<file path="src/rtl/nvseq_pkg.sv">
package nvseq_pkg;

  localparam int NUM_CMDS = 4;
  localparam int CMD_W    = 2;

  typedef enum logic [CMD_W-1:0] {
    CMD_STORE  = 2'd0,
    CMD_RECALL = 2'd1,
    CMD_AS_OFF = 2'd2,
    CMD_AS_ON  = 2'd3
  } cmd_e;

  // entry 0 is the first read of the sequence
  localparam logic [4:0][15:0] DEF_PREFIX = {
    16'h703F, 16'h7C1F, 16'h83E0, 16'hB1C7, 16'h4E38
  };

  // entry index equals the command code
  localparam logic [NUM_CMDS-1:0][15:0] DEF_CMDS = {
    16'h4B46, 16'h8B45, 16'h4C63, 16'h8FC0
  };

endpackage

</file>
<file path="src/rtl/seq_sync_edge.sv">
module seq_sync_edge #(
  parameter int SYNC_STAGES = 2,
  parameter int KEY_W       = 13
) (
  input  logic             clk,
  input  logic             rst,
  input  logic             sel_n,
  input  logic             wr_n,
  input  logic             outen_n,
  input  logic [KEY_W-1:0] key_in,
  output logic             ev_start,
  output logic             ev_write,
  output logic [KEY_W-1:0] key_s
);

  localparam int VEC_W = KEY_W + 3;
  localparam logic [VEC_W-1:0] IDLE_V = {3'b111, {KEY_W{1'b0}}};

  logic [VEC_W-1:0] stage [SYNC_STAGES];
  logic [VEC_W-1:0] prev_q;
  logic [VEC_W-1:0] cur;
  logic c_sel, c_wr, c_oe, p_sel, p_wr, p_oe;

  always_ff @(posedge clk) begin
    if (rst) begin
      for (int i = 0; i < SYNC_STAGES; i++) stage[i] <= IDLE_V;
      prev_q <= IDLE_V;
    end else begin
      stage[0] <= {sel_n, wr_n, outen_n, key_in};
      for (int i = 1; i < SYNC_STAGES; i++) stage[i] <= stage[i-1];
      prev_q <= stage[SYNC_STAGES-1];
    end
  end

  assign cur   = stage[SYNC_STAGES-1];
  assign c_sel = cur[VEC_W-1];
  assign c_wr  = cur[VEC_W-2];
  assign c_oe  = cur[VEC_W-3];
  assign p_sel = prev_q[VEC_W-1];
  assign p_wr  = prev_q[VEC_W-2];
  assign p_oe  = prev_q[VEC_W-3];

  // new bus cycle: select falls, or a second strobe falls under a held select
  assign ev_start = (p_sel & ~c_sel) |
                    (~p_sel & ~c_sel & ((p_oe & ~c_oe) | (p_wr & ~c_wr)));
  assign ev_write = ~c_wr;
  assign key_s    = cur[KEY_W-1:0];

endmodule

</file>
<file path="src/rtl/seq_matcher.sv">
module seq_matcher #(
  parameter int KEY_LO     = 2,
  parameter int KEY_W      = 13,
  parameter int PREFIX_LEN = 5,
  parameter int NUM_CMDS   = 4,
  parameter int PAT_W      = 16,
  parameter logic [PREFIX_LEN-1:0][PAT_W-1:0] PREFIX_PAT = '0,
  parameter logic [NUM_CMDS-1:0][PAT_W-1:0]   CMD_PAT    = '0
) (
  input  logic [KEY_W-1:0]      key,
  output logic [PREFIX_LEN-1:0] pre_hit,
  output logic [NUM_CMDS-1:0]   cmd_hit
);

  for (genvar i = 0; i < PREFIX_LEN; i++) begin : g_pre
    assign pre_hit[i] = (key == PREFIX_PAT[i][KEY_LO +: KEY_W]);
  end

  for (genvar j = 0; j < NUM_CMDS; j++) begin : g_cmd
    assign cmd_hit[j] = (key == CMD_PAT[j][KEY_LO +: KEY_W]);
  end

endmodule

</file>
<file path="src/rtl/seq_lockout.sv">
module seq_lockout #(
  parameter int SHORT_CYC = 12500,
  parameter int LONG_CYC  = 1012500
) (
  input  logic clk,
  input  logic rst,
  input  logic load,
  input  logic long_op,
  output logic busy
);

  localparam int CNT_W = $clog2(LONG_CYC + 1);
  localparam logic [CNT_W-1:0] SHORT_V = CNT_W'(SHORT_CYC);
  localparam logic [CNT_W-1:0] LONG_V  = CNT_W'(LONG_CYC);

  logic [CNT_W-1:0] cnt_q, cnt_nx;

  always_comb begin
    if (load)              cnt_nx = long_op ? LONG_V : SHORT_V;
    else if (cnt_q != '0)  cnt_nx = cnt_q - 1'b1;
    else                   cnt_nx = cnt_q;
  end

  always_ff @(posedge clk) begin
    if (rst) begin
      cnt_q <= '0;
      busy  <= 1'b0;
    end else begin
      cnt_q <= cnt_nx;
      busy  <= (cnt_nx != '0);
    end
  end

endmodule

</file>
<file path="src/rtl/seq_cmd_decoder.sv">
module seq_cmd_decoder
  import nvseq_pkg::*;
#(
  parameter int ADDR_W      = 20,
  parameter int KEY_LO      = 2,
  parameter int KEY_W       = 13,
  parameter int SYNC_STAGES = 2,
  parameter int PREFIX_LEN  = 5,
  parameter int PAT_W       = 16,
  parameter int PROC_CYCLES = 12500,
  parameter int XFER_CYCLES = 1000000,
  parameter logic [PREFIX_LEN-1:0][PAT_W-1:0] PREFIX_PAT = DEF_PREFIX,
  parameter logic [NUM_CMDS-1:0][PAT_W-1:0]   CMD_PAT    = DEF_CMDS
) (
  input  logic              clk,
  input  logic              rst,
  input  logic              bus_sel_n,
  input  logic              bus_wr_n,
  input  logic              bus_outen_n,
  input  logic [ADDR_W-1:0] bus_addr,
  output logic              cmd_valid,
  output logic [CMD_W-1:0]  cmd_code,
  output logic              seq_busy,
  output logic              lockout
);

  localparam int STEP_W = $clog2(PREFIX_LEN + 1);
  localparam logic [STEP_W-1:0] LAST_STEP = STEP_W'(PREFIX_LEN);
  localparam logic [STEP_W-1:0] ONE_STEP  = STEP_W'(1);
  localparam logic [ADDR_W-1:0] KEY_MASK  =
    ADDR_W'(((64'd1 << KEY_W) - 64'd1) << KEY_LO);

  logic              ev_start, ev_write;
  logic [KEY_W-1:0]  key_s;
  logic [PREFIX_LEN-1:0] pre_hit;
  logic [NUM_CMDS-1:0]   cmd_hit;
  logic [STEP_W-1:0] step_q, step_nx;
  logic              exp_hit, issue, long_op, any_cmd;
  logic [CMD_W-1:0]  cmd_idx;
  logic              addr_unused;

  assign addr_unused = ^(bus_addr & ~KEY_MASK);

  seq_sync_edge #(
    .SYNC_STAGES(SYNC_STAGES),
    .KEY_W      (KEY_W)
  ) u_sync (
    .clk     (clk),
    .rst     (rst),
    .sel_n   (bus_sel_n),
    .wr_n    (bus_wr_n),
    .outen_n (bus_outen_n),
    .key_in  (bus_addr[KEY_LO +: KEY_W]),
    .ev_start(ev_start),
    .ev_write(ev_write),
    .key_s   (key_s)
  );

  seq_matcher #(
    .KEY_LO    (KEY_LO),
    .KEY_W     (KEY_W),
    .PREFIX_LEN(PREFIX_LEN),
    .NUM_CMDS  (NUM_CMDS),
    .PAT_W     (PAT_W),
    .PREFIX_PAT(PREFIX_PAT),
    .CMD_PAT   (CMD_PAT)
  ) u_match (
    .key    (key_s),
    .pre_hit(pre_hit),
    .cmd_hit(cmd_hit)
  );

  always_comb begin
    cmd_idx = '0;
    for (int i = 0; i < NUM_CMDS; i++) begin
      if (cmd_hit[i]) cmd_idx = CMD_W'(i);
    end
  end

  assign any_cmd = |cmd_hit;
  assign long_op = (cmd_e'(cmd_idx) == CMD_STORE) || (cmd_e'(cmd_idx) == CMD_RECALL);

  always_comb begin
    exp_hit = 1'b0;
    for (int i = 0; i < PREFIX_LEN; i++) begin
      if (step_q == STEP_W'(i)) exp_hit = pre_hit[i];
    end
  end

  always_comb begin
    step_nx = step_q;
    issue   = 1'b0;
    if (ev_start && !lockout) begin
      if (ev_write) begin
        step_nx = '0;
      end else if (step_q == LAST_STEP) begin
        issue   = any_cmd;
        step_nx = (!any_cmd && pre_hit[0]) ? ONE_STEP : '0;
      end else if (exp_hit) begin
        step_nx = step_q + 1'b1;
      end else begin
        step_nx = pre_hit[0] ? ONE_STEP : '0;
      end
    end
  end

  always_ff @(posedge clk) begin
    if (rst) begin
      step_q    <= '0;
      seq_busy  <= 1'b0;
      cmd_valid <= 1'b0;
      cmd_code  <= CMD_STORE;
    end else begin
      step_q    <= step_nx;
      seq_busy  <= (step_nx != '0);
      cmd_valid <= issue;
      if (issue) cmd_code <= cmd_idx;
    end
  end

  seq_lockout #(
    .SHORT_CYC(PROC_CYCLES),
    .LONG_CYC (PROC_CYCLES + XFER_CYCLES)
  ) u_lock (
    .clk    (clk),
    .rst    (rst),
    .load   (issue),
    .long_op(long_op),
    .busy   (lockout)
  );

endmodule

</file>
<file path="config.mk">
export PLATFORM = sky130hd
export DESIGN_NAME = seq_cmd_decoder
export DESIGN_NICKNAME = d
export VERILOG_FILES = /design/src/rtl/nvseq_pkg.sv /design/src/rtl/seq_sync_edge.sv /design/src/rtl/seq_matcher.sv /design/src/rtl/seq_lockout.sv /design/src/rtl/seq_cmd_decoder.sv
export SDC_FILE = /design/constraint.sdc
export NUM_CORES = 1
export LEC_CHECK = 0
export ABC_CLOCK_PERIOD_IN_PS = 2900
export BUFFER_PORTS_ARGS = -buffer_cell sky130_fd_sc_hd__buf_4
export CAP_MARGIN = 20
export CORE_AREA = 4 4 89 91
export CTS_BUF_LIST = sky130_fd_sc_hd__clkbuf_4
export CTS_CLUSTER_DIAMETER = 80
export DETAILED_ROUTE_END_ITERATION = 10
export DIE_AREA = 0 0 93 95
export PLACE_DENSITY = 0.7
export SLEW_MARGIN = 20
export SYNTH_ARGS = -nofsm -noshare
export SYNTH_HDL_FRONTEND = slang
export SYNTH_SLANG_ARGS = --single-unit
export TNS_END_PERCENT = 50
</file>
<file path="constraint.sdc">
create_clock -name clk -period 2.9 [get_ports clk]
set_input_delay 0.725 -clock clk [delete_from_list [all_inputs] [get_ports clk]]
set_output_delay 0.725 -clock clk [all_outputs]
set_load 0.1 [all_outputs]
</file>
==> results_dict.tcl, run 1 <==
set metrics [dict create \
    io_buffers 22 \
    clk_latency_ps 400 \
    slowest_delay_ps 470 \
    drtIter0Drc 186 \
    io_pins 30 \
    synth_edf_count 0 \
    crit_type "reg -> reg" \
    synth_seq_cells 63 \
    cap_violations 0 \
    async_reset_ff_share_pct 0 \
    drt_wl_total_mm 5.65 \
    hold_buffers 0 \
    skew_ps 9.24 \
    syn-num-nets 338 \
    wl_per_cell_um 12.7 \
    postSynthCellCount 306 \
    finalWorstSetupSlack_ps 180 \
    synthToLayoutAreaGrowth_pct 17.5 \
    fp-row-count 31 \
    crit_path_start_kind "flop" \
    cts_root_buffer "clkbuf_4" \
    drc 0 \
    hold_slack_ps 415 \
    hold_start "u_sync.stage[0][15]$_SDFF_PP1_" \
    postCtsSetupBuffers 0 \
    period_minus_slack_ps 2720 \
    reg2reg_depth 9 \
    rsz0062_at_grt "false" \
    dr.pass1.iters 6 \
    grt_pass1_vias 2128 \
    dieHeight_um 95 \
    worst_pin_slew_ps 528 \
    hold_viol_final 0 \
    viasPerCell 5.14 \
    min_to "u_sync.stage[0][31]$_SDFF_PP1_" \
    p_per_area_nw_per_um2 820 \
    cts_tree "built" \
    synth_xor_area_share_pct 2.84 \
    required_ps 3160 \
    yosysSeqAreaShare_pct 45.4 \
    synth_top_family_by_area "simple AND/OR/NAND/NOR gates" \
    syn_area_um2 2780 \
    vdd_ir_drop_max_mv 0.264 \
    synthMuxAreaShare_pct 0.721 \
    hp-class "reg -> reg" \
    p_total_uw 2670 \
    dp_hpwl_mm 3.99 \
    vias 2287 \
    ys_types 53 \
    gp_congestion 0.905 \
    period_share_pct 93.8 \
    crit_chain "inv_1 > ha_1 > or3b_2 > or3_4 > nor4_1 > xnor2_1 > a41oi_1 > a2111oi_2 > a41oi_1" \
    antenna_cells 0 \
    overflow 0 \
    critPathSlowestCell "or3b_2" \
    critPathCaptureType "flop" \
    ys.flop_type "dfxtp_1" \
    cp.arrival_ps 2980 \
    slew_headroom_pct 64.5 \
    reg2reg_to "u_lock.busy$_SDFF_PP0_" \
    synth-compound-area-share_pct 13.2 \
    finalSetupViolCount 0 \
    cts_sinks 63 \
    antenna_found_initial 0 \
    drv_slew 0 \
    reg2reg_from "u_lock.cnt_q[0]$_SDFF_PP0_" \
    drive_above_1_share_pct 20.5 \
    timing.fmax_ghz 0.368 \
    total_leakage_power_uw 0.00123 \
    h-tree-depth 3 \
    nets 374 \
    grt_pass1_wl_mm 9.64 \
    path_delay_family "simple AND/OR/NAND/NOR gates" \
    ys_warn_count 0 \
    ant_nets 0 \
    fin_util_pct 45.7 \
    post_synth.cell_area_avg_um2 9.07 \
    crit_fanout 2 \
    outcome "finished, final reports clean" \
    clock_path_buffers 2 \
    synthAdderAreaFrac_pct 3.16 \
    dieArea_um2 8840 \
    r2r_setup_slack_ps 180 \
    path_clk_slew_ps 100 \
    fp.dieW_um 93 \
    grt_max_degree 58 \
    start_util_pct 38.9 \
    grtUsageTotal_pct 13.9 \
    pre_cts_ws_ps 181 \
    synth-simple-area-share_pct 32.0 \
    hold_depth 1 \
    cpMostUsedCell "a41oi_1" \
    cts_buffers 9 \
    cp_num_buf_inv 1 \
    finalSetupTns_ps 0 \
    core-area_um2 7140 \
]
-- final cells by class --
cell class / instances / area, µm²
Fill cell: 724 / 3880
Multi-Input combinational cell: 224 / 1450
Sequential cell: 63 / 1260
Timing Repair Buffer: 36 / 270
Tap cell: 99 / 124
Clock buffer: 9 / 67.6
Clock inverter: 6 / 61.3
Inverter: 8 / 30.0
-- cells by family (layout without fill, tap and decap cells) --
kind of cell | Yosys count | count (layout)
simple gates | 152 | 152
fa+ha+maj | 7 | 7
xor+xnor | 9 | 9
compound gates | 54 | 54
flops | 63 | 63
buf+inv | 19 | 59
mux | 2 | 2
-- repair_timing --
item / in CTS / in global routing
resized for setup: 0 / 1
hold endpoints to repair: 0 / 0
endpoints found under the setup margin: 0 / 1
-- layout by cell type, fill, tap and decap left out, drive strengths merged, types with 3 or more instances in the layout --
cell type	netlist	final
ha	7	7
nor4	6	6
nand3	5	5
or3	6	6
nor3	11	11
a311oi	4	4
nand4	3	3
o21ai	11	11
nor3b	3	3
buf	2	36
dfxtp	63	63
or4	7	7
inv	8	9
a41oi	3	3
nor2b	29	29
nand2b	4	4
or2	12	12
nand2	20	20
a211oi	4	4
nor2	29	29
nand3b	4	4
a21oi	15	15
clkbuf	9	9
a31oi	3	3
xnor2	7	7
-- sequential cells by signal (all words and copies together) (netlist names) --
name / flops
u_sync.stage: 32
u_lock.cnt_q: 20
step_q: 3
u_sync.prev_q: 3
cmd_code: 2
cmd_valid: 1
seq_busy: 1
u_lock.busy: 1
-- routing by layer --
metal  share of wire (%)  track usage [%]  vias to the layer above
met4                 1.8             6.23                        0
met5                   0                0                        -
met1                  45             17.3                     1025
met2                  47             21.7                       82
li1                    -                -                     1167
met3                 6.5             4.70                       13
-- report_power, final --
part           leakage, µW  internal (µW)  switching [µW]  total (µW)
clock network    0.0000635            255             313         568
logic             0.000645            493             555        1050
registers         0.000518            965            94.0        1060
total              0.00123           1710             961        2670
-- stage by stage --
stage	cells	instance area, µm²
2_1_floorplan	306	2780
3_3_place_gp	430	3130
3_5_place_dp	430	3130
4_1_cts	445	3260
5_1_grt	445	3260
6_report	445	3260
-- synthesized netlist by cell type, types with 4 or more instances --
cell,instances,share of area [%]
nor2b_1,29,6.5
or2_2,12,2.7
o21ai_0,10,1.8
nor3_1,11,2.0
nand2b_1,4,0.90
nand2_1,20,2.7
nand3b_1,4,1.1
ha_1,7,3.2
dfxtp_1,63,45
a21oi_1,14,2.5
a211oi_1,4,1.1
or3_1,5,1.1
nor2_1,29,3.9
a311oi_1,4,1.3
inv_1,8,1.1
nor4_1,5,1.1
xnor2_1,7,2.2
clkbuf_1,9,1.2
nand3_1,5,0.90
or4_1,5,1.4
-- worst max path at each step --
stage                                           start                     end  slack (ps)  depth (start not counted)
final                      u_lock.cnt_q[0]$_SDFF_PP0_  u_lock.busy$_SDFF_PP0_         180                          9
after detailed placement   u_lock.cnt_q[5]$_SDFF_PP0_  u_lock.busy$_SDFF_PP0_         180                          8
after CTS                  u_lock.cnt_q[5]$_SDFF_PP0_  u_lock.busy$_SDFF_PP0_         150                          8
after global placement    u_lock.cnt_q[12]$_SDFF_PP0_  u_lock.busy$_SDFF_PP0_         200                          7
after floorplan            u_lock.cnt_q[0]$_SDFF_PP0_  u_lock.busy$_SDFF_PP0_         170                          9
after global routing       u_lock.cnt_q[0]$_SDFF_PP0_  u_lock.busy$_SDFF_PP0_          30                          9
Note: power is estimated with default switching activity, not from simulation.
==> inputs of run 2 (changes only) <==
Settings changed: ABC_AREA set to 1, CORE_AREA 4 4 89 91 to 4 4 93 95, DIE_AREA 0 0 93 95 to 0 0 97 99, PLACE_DENSITY 0.7 to 0.69.
==> results_dict.tcl, run 2 <==
set metrics [dict create \
    postCtsSetupBuffers 0 \
    outcome "finished, final reports clean" \
    hold_buffers 0 \
    synth_common_cells "nand2_1 (84), nor2_1 (82), inv_1 (80), dfxtp_1 (63), nand3_1 (26)" \
    ys_warn_count 0 \
    antenna_found_initial 0 \
    yosysTopAreaCell "dfxtp_1" \
    grtUsageMet1_pct 16.9 \
    slew_headroom_pct 67.3 \
    dr.pass1.iters 4 \
    cts_root_buffer "clkbuf_4" \
    dieHeight_um 99 \
    switching_power_uw 1380 \
    ctsResizeCount 0 \
    cts_buffers 9 \
    cap_violations 0 \
    cp.arrival_ps 2310 \
    total_leakage_power_uw 0.00178 \
    comb_power_share_pct 47.7 \
    io_pins 30 \
    pwr-share-clk_pct 17.9 \
    crit_path_start_kind "flop" \
    dp_hpwl_mm 4.38 \
    synth.top_cell.area_share_pct 41.6 \
    p_seq_share_pct 34.4 \
    critPathCaptureType "flop" \
    largest_reg_flops 32 \
    post_synth.cell_area_avg_um2 6.95 \
    rsz0062_at_grt "false" \
    clock_path_buffers 2 \
    top_regs "u_sync.stage: 32 flops, u_lock.cnt_q: 20 flops" \
    vdd_ir_drop_max_mv 0.318 \
    fp-row-count 32 \
    viasPerCell 4.56 \
    final_area_um2 3420 \
    core-area_um2 7730 \
    synth_most_common_cell "nand2_1" \
    reg2reg_from "step_q[1]$_SDFF_PP0_" \
    n_fill_cell 796 \
    met3_usage_pct 3.68 \
    period_minus_slack_ps 2030 \
    ys_types 34 \
    final_cell_mix "nand2_1 (84), nor2_1 (82), inv_1 (80)" \
    grt_busiest_layer "met2" \
    syn-num-nets 468 \
    r2r_setup_slack_ps 870 \
    synth_seq_cells 63 \
    finalSetupTns_ps 0 \
    grt_pass1_vias 2408 \
    crit_type "reg -> reg" \
    worst_pin_slew_ps 491 \
    crit_fanout 14 \
    syn_area_um2 3030 \
    reg2reg_depth 11 \
    ys.flop_type "dfxtp_1" \
    drc 0 \
    fp.dieW_um 97 \
    largest-register "u_sync.stage" \
    skew_ps 13.1 \
    drv_slew 0 \
    p_per_area_nw_per_um2 940 \
    timing.fmax_ghz 0.493 \
    required_ps 3180 \
    grtUsageTotal_pct 13.2 \
    period_share_pct 70.0 \
    p_sw_share_pct 43.0 \
    nets 494 \
    cts_tree "built" \
    async_reset_ff_share_pct 0 \
    hold_depth 2 \
    antenna_cells 0 \
    yosys-top-cells-area "dfxtp_1 (42%), nand2_1 (10%), nor2_1 (10%)" \
    reg2reg_to "u_lock.busy$_SDFF_PP0_" \
    ant_nets 0 \
    final_common_cell "nand2_1" \
    cts_sinks 63 \
    synthToLayoutAreaGrowth_pct 12.8 \
    vias 2591 \
    wl_per_cell_um 10.5 \
    postSynthCellCount 436 \
    power.internal_uw 1830 \
    io_buffers 22 \
    dp.cells 553 \
    drtIter0Drc 124 \
    min_to "u_sync.stage[0][21]$_SDFF_PP0_" \
    h-tree-depth 3 \
    instances_no_fill 568 \
    dieArea_um2 9600 \
    grt_pass1_wl_mm 10.4 \
    placed_cell_area_um2 3290 \
    synth_edf_count 0 \
    drt_wl_total_mm 5.96 \
    clk_latency_ps 400 \
    finalSetupViolCount 0 \
    gp_congestion 0.896 \
    grtUsageMet2_pct 20.9 \
    grt_max_degree 52 \
    start_util_pct 39.2 \
    hold_viol_final 0 \
    hp-class "reg -> reg" \
    overflow 0 \
    yosysSeqAreaShare_pct 41.6 \
    hold_start "u_sync.stage[0][5]$_SDFF_PP0_" \
    path_clk_slew_ps 100 \
    drive_above_1_share_pct 14.2 \
]
run 2: cell types whose count changed after synthesis, moves of 6 or more:
cell     before  now
inv_1         8   80
nand2_1      20   84
nand3_1       5   26
nand4_1       3   12
nor2_1       29   82
nor2_2        0    6
nor2b_1      29    0
nor3_1       11    5
xnor2_1       7    1
xor2_1        2   10
run 2: power by group through the flow:
stage               Combinational (µW)  Clock (µW)  Sequential, µW
CTS                               1530         597            1100
floorplan                         1240           0            1110
global route                      1780         629            1120
global placement                  1500           0            1120
detailed placement                1510           0            1120
finish                            1540         575            1110
run 2: worst max-delay path, stage by stage (launching register included):
cell and delay [ps]:
dfxtp_1 360, inv_1 90, ha_1 210, nand2_1 110
nor2_1 290, nand2_4 190, nor2_4 130, inv_2 90
a21oi_1 160, nand3_1 90, nor2_1 140, nor2_1 50
run 2: final cells by class:
class	count	area [µm²]	share of cell area [%]
clock buffers	11	82.6	2.41
flip-flops and latches	63	1260	36.9
inverters	82	308	9.00
well taps	102	128	3.73
repair buffers	22	165	4.83
clock inverters	4	47.5	1.39
multi-input cells	284	1430	41.7
run 2: routing by layer:
layer  share of wire [%]  routed length, µm  up-vias
met5                   0                  0        -
li1                    -                  -     1388
met2                  43               2590       64
met4                0.89                 53        0
met3                 5.5                326        4
met1                  50               2990     1135
run 2: cell families (layout without fill, tap and decap cells):
kind of cell             after synthesis  in the layout  share of synthesized area (%)
adder cells (fa/ha/maj)                7              7                           2.89
XOR/XNOR                              11             11                           3.18
buffers and inverters                 89            119                           11.3
AND/OR/NAND/NOR                      239            239                           35.8
flip-flops                            63             63                           41.6
AO/OA/AOI/OAI                         27             27                           5.29
run 2: through the flow:
step                setup WS [ps]  util (%)  total power [µW]  hold WS (ps)
floorplan                     819         -              2350           388
global placement              925      42.6              2620           389
detailed placement            921      42.6              2630           392
CTS                           899      44.3              3230           398
global route                  628      44.3              3540           425
finish                        870      44.3              3220           391
run 2: how the worst max path moves through the flow:
stage	start	end	cells past startpoint
finish	step_q[1]$_SDFF_PP0_	u_lock.busy$_SDFF_PP0_	11
global route	u_lock.cnt_q[0]$_SDFF_PP0_	u_lock.busy$_SDFF_PP0_	12
CTS	step_q[1]$_SDFF_PP0_	u_lock.busy$_SDFF_PP0_	11
detailed placement	step_q[1]$_SDFF_PP0_	u_lock.busy$_SDFF_PP0_	11
global placement	step_q[1]$_SDFF_PP0_	u_lock.busy$_SDFF_PP0_	11
floorplan	u_lock.busy$_SDFF_PP0_	u_lock.busy$_SDFF_PP0_	10
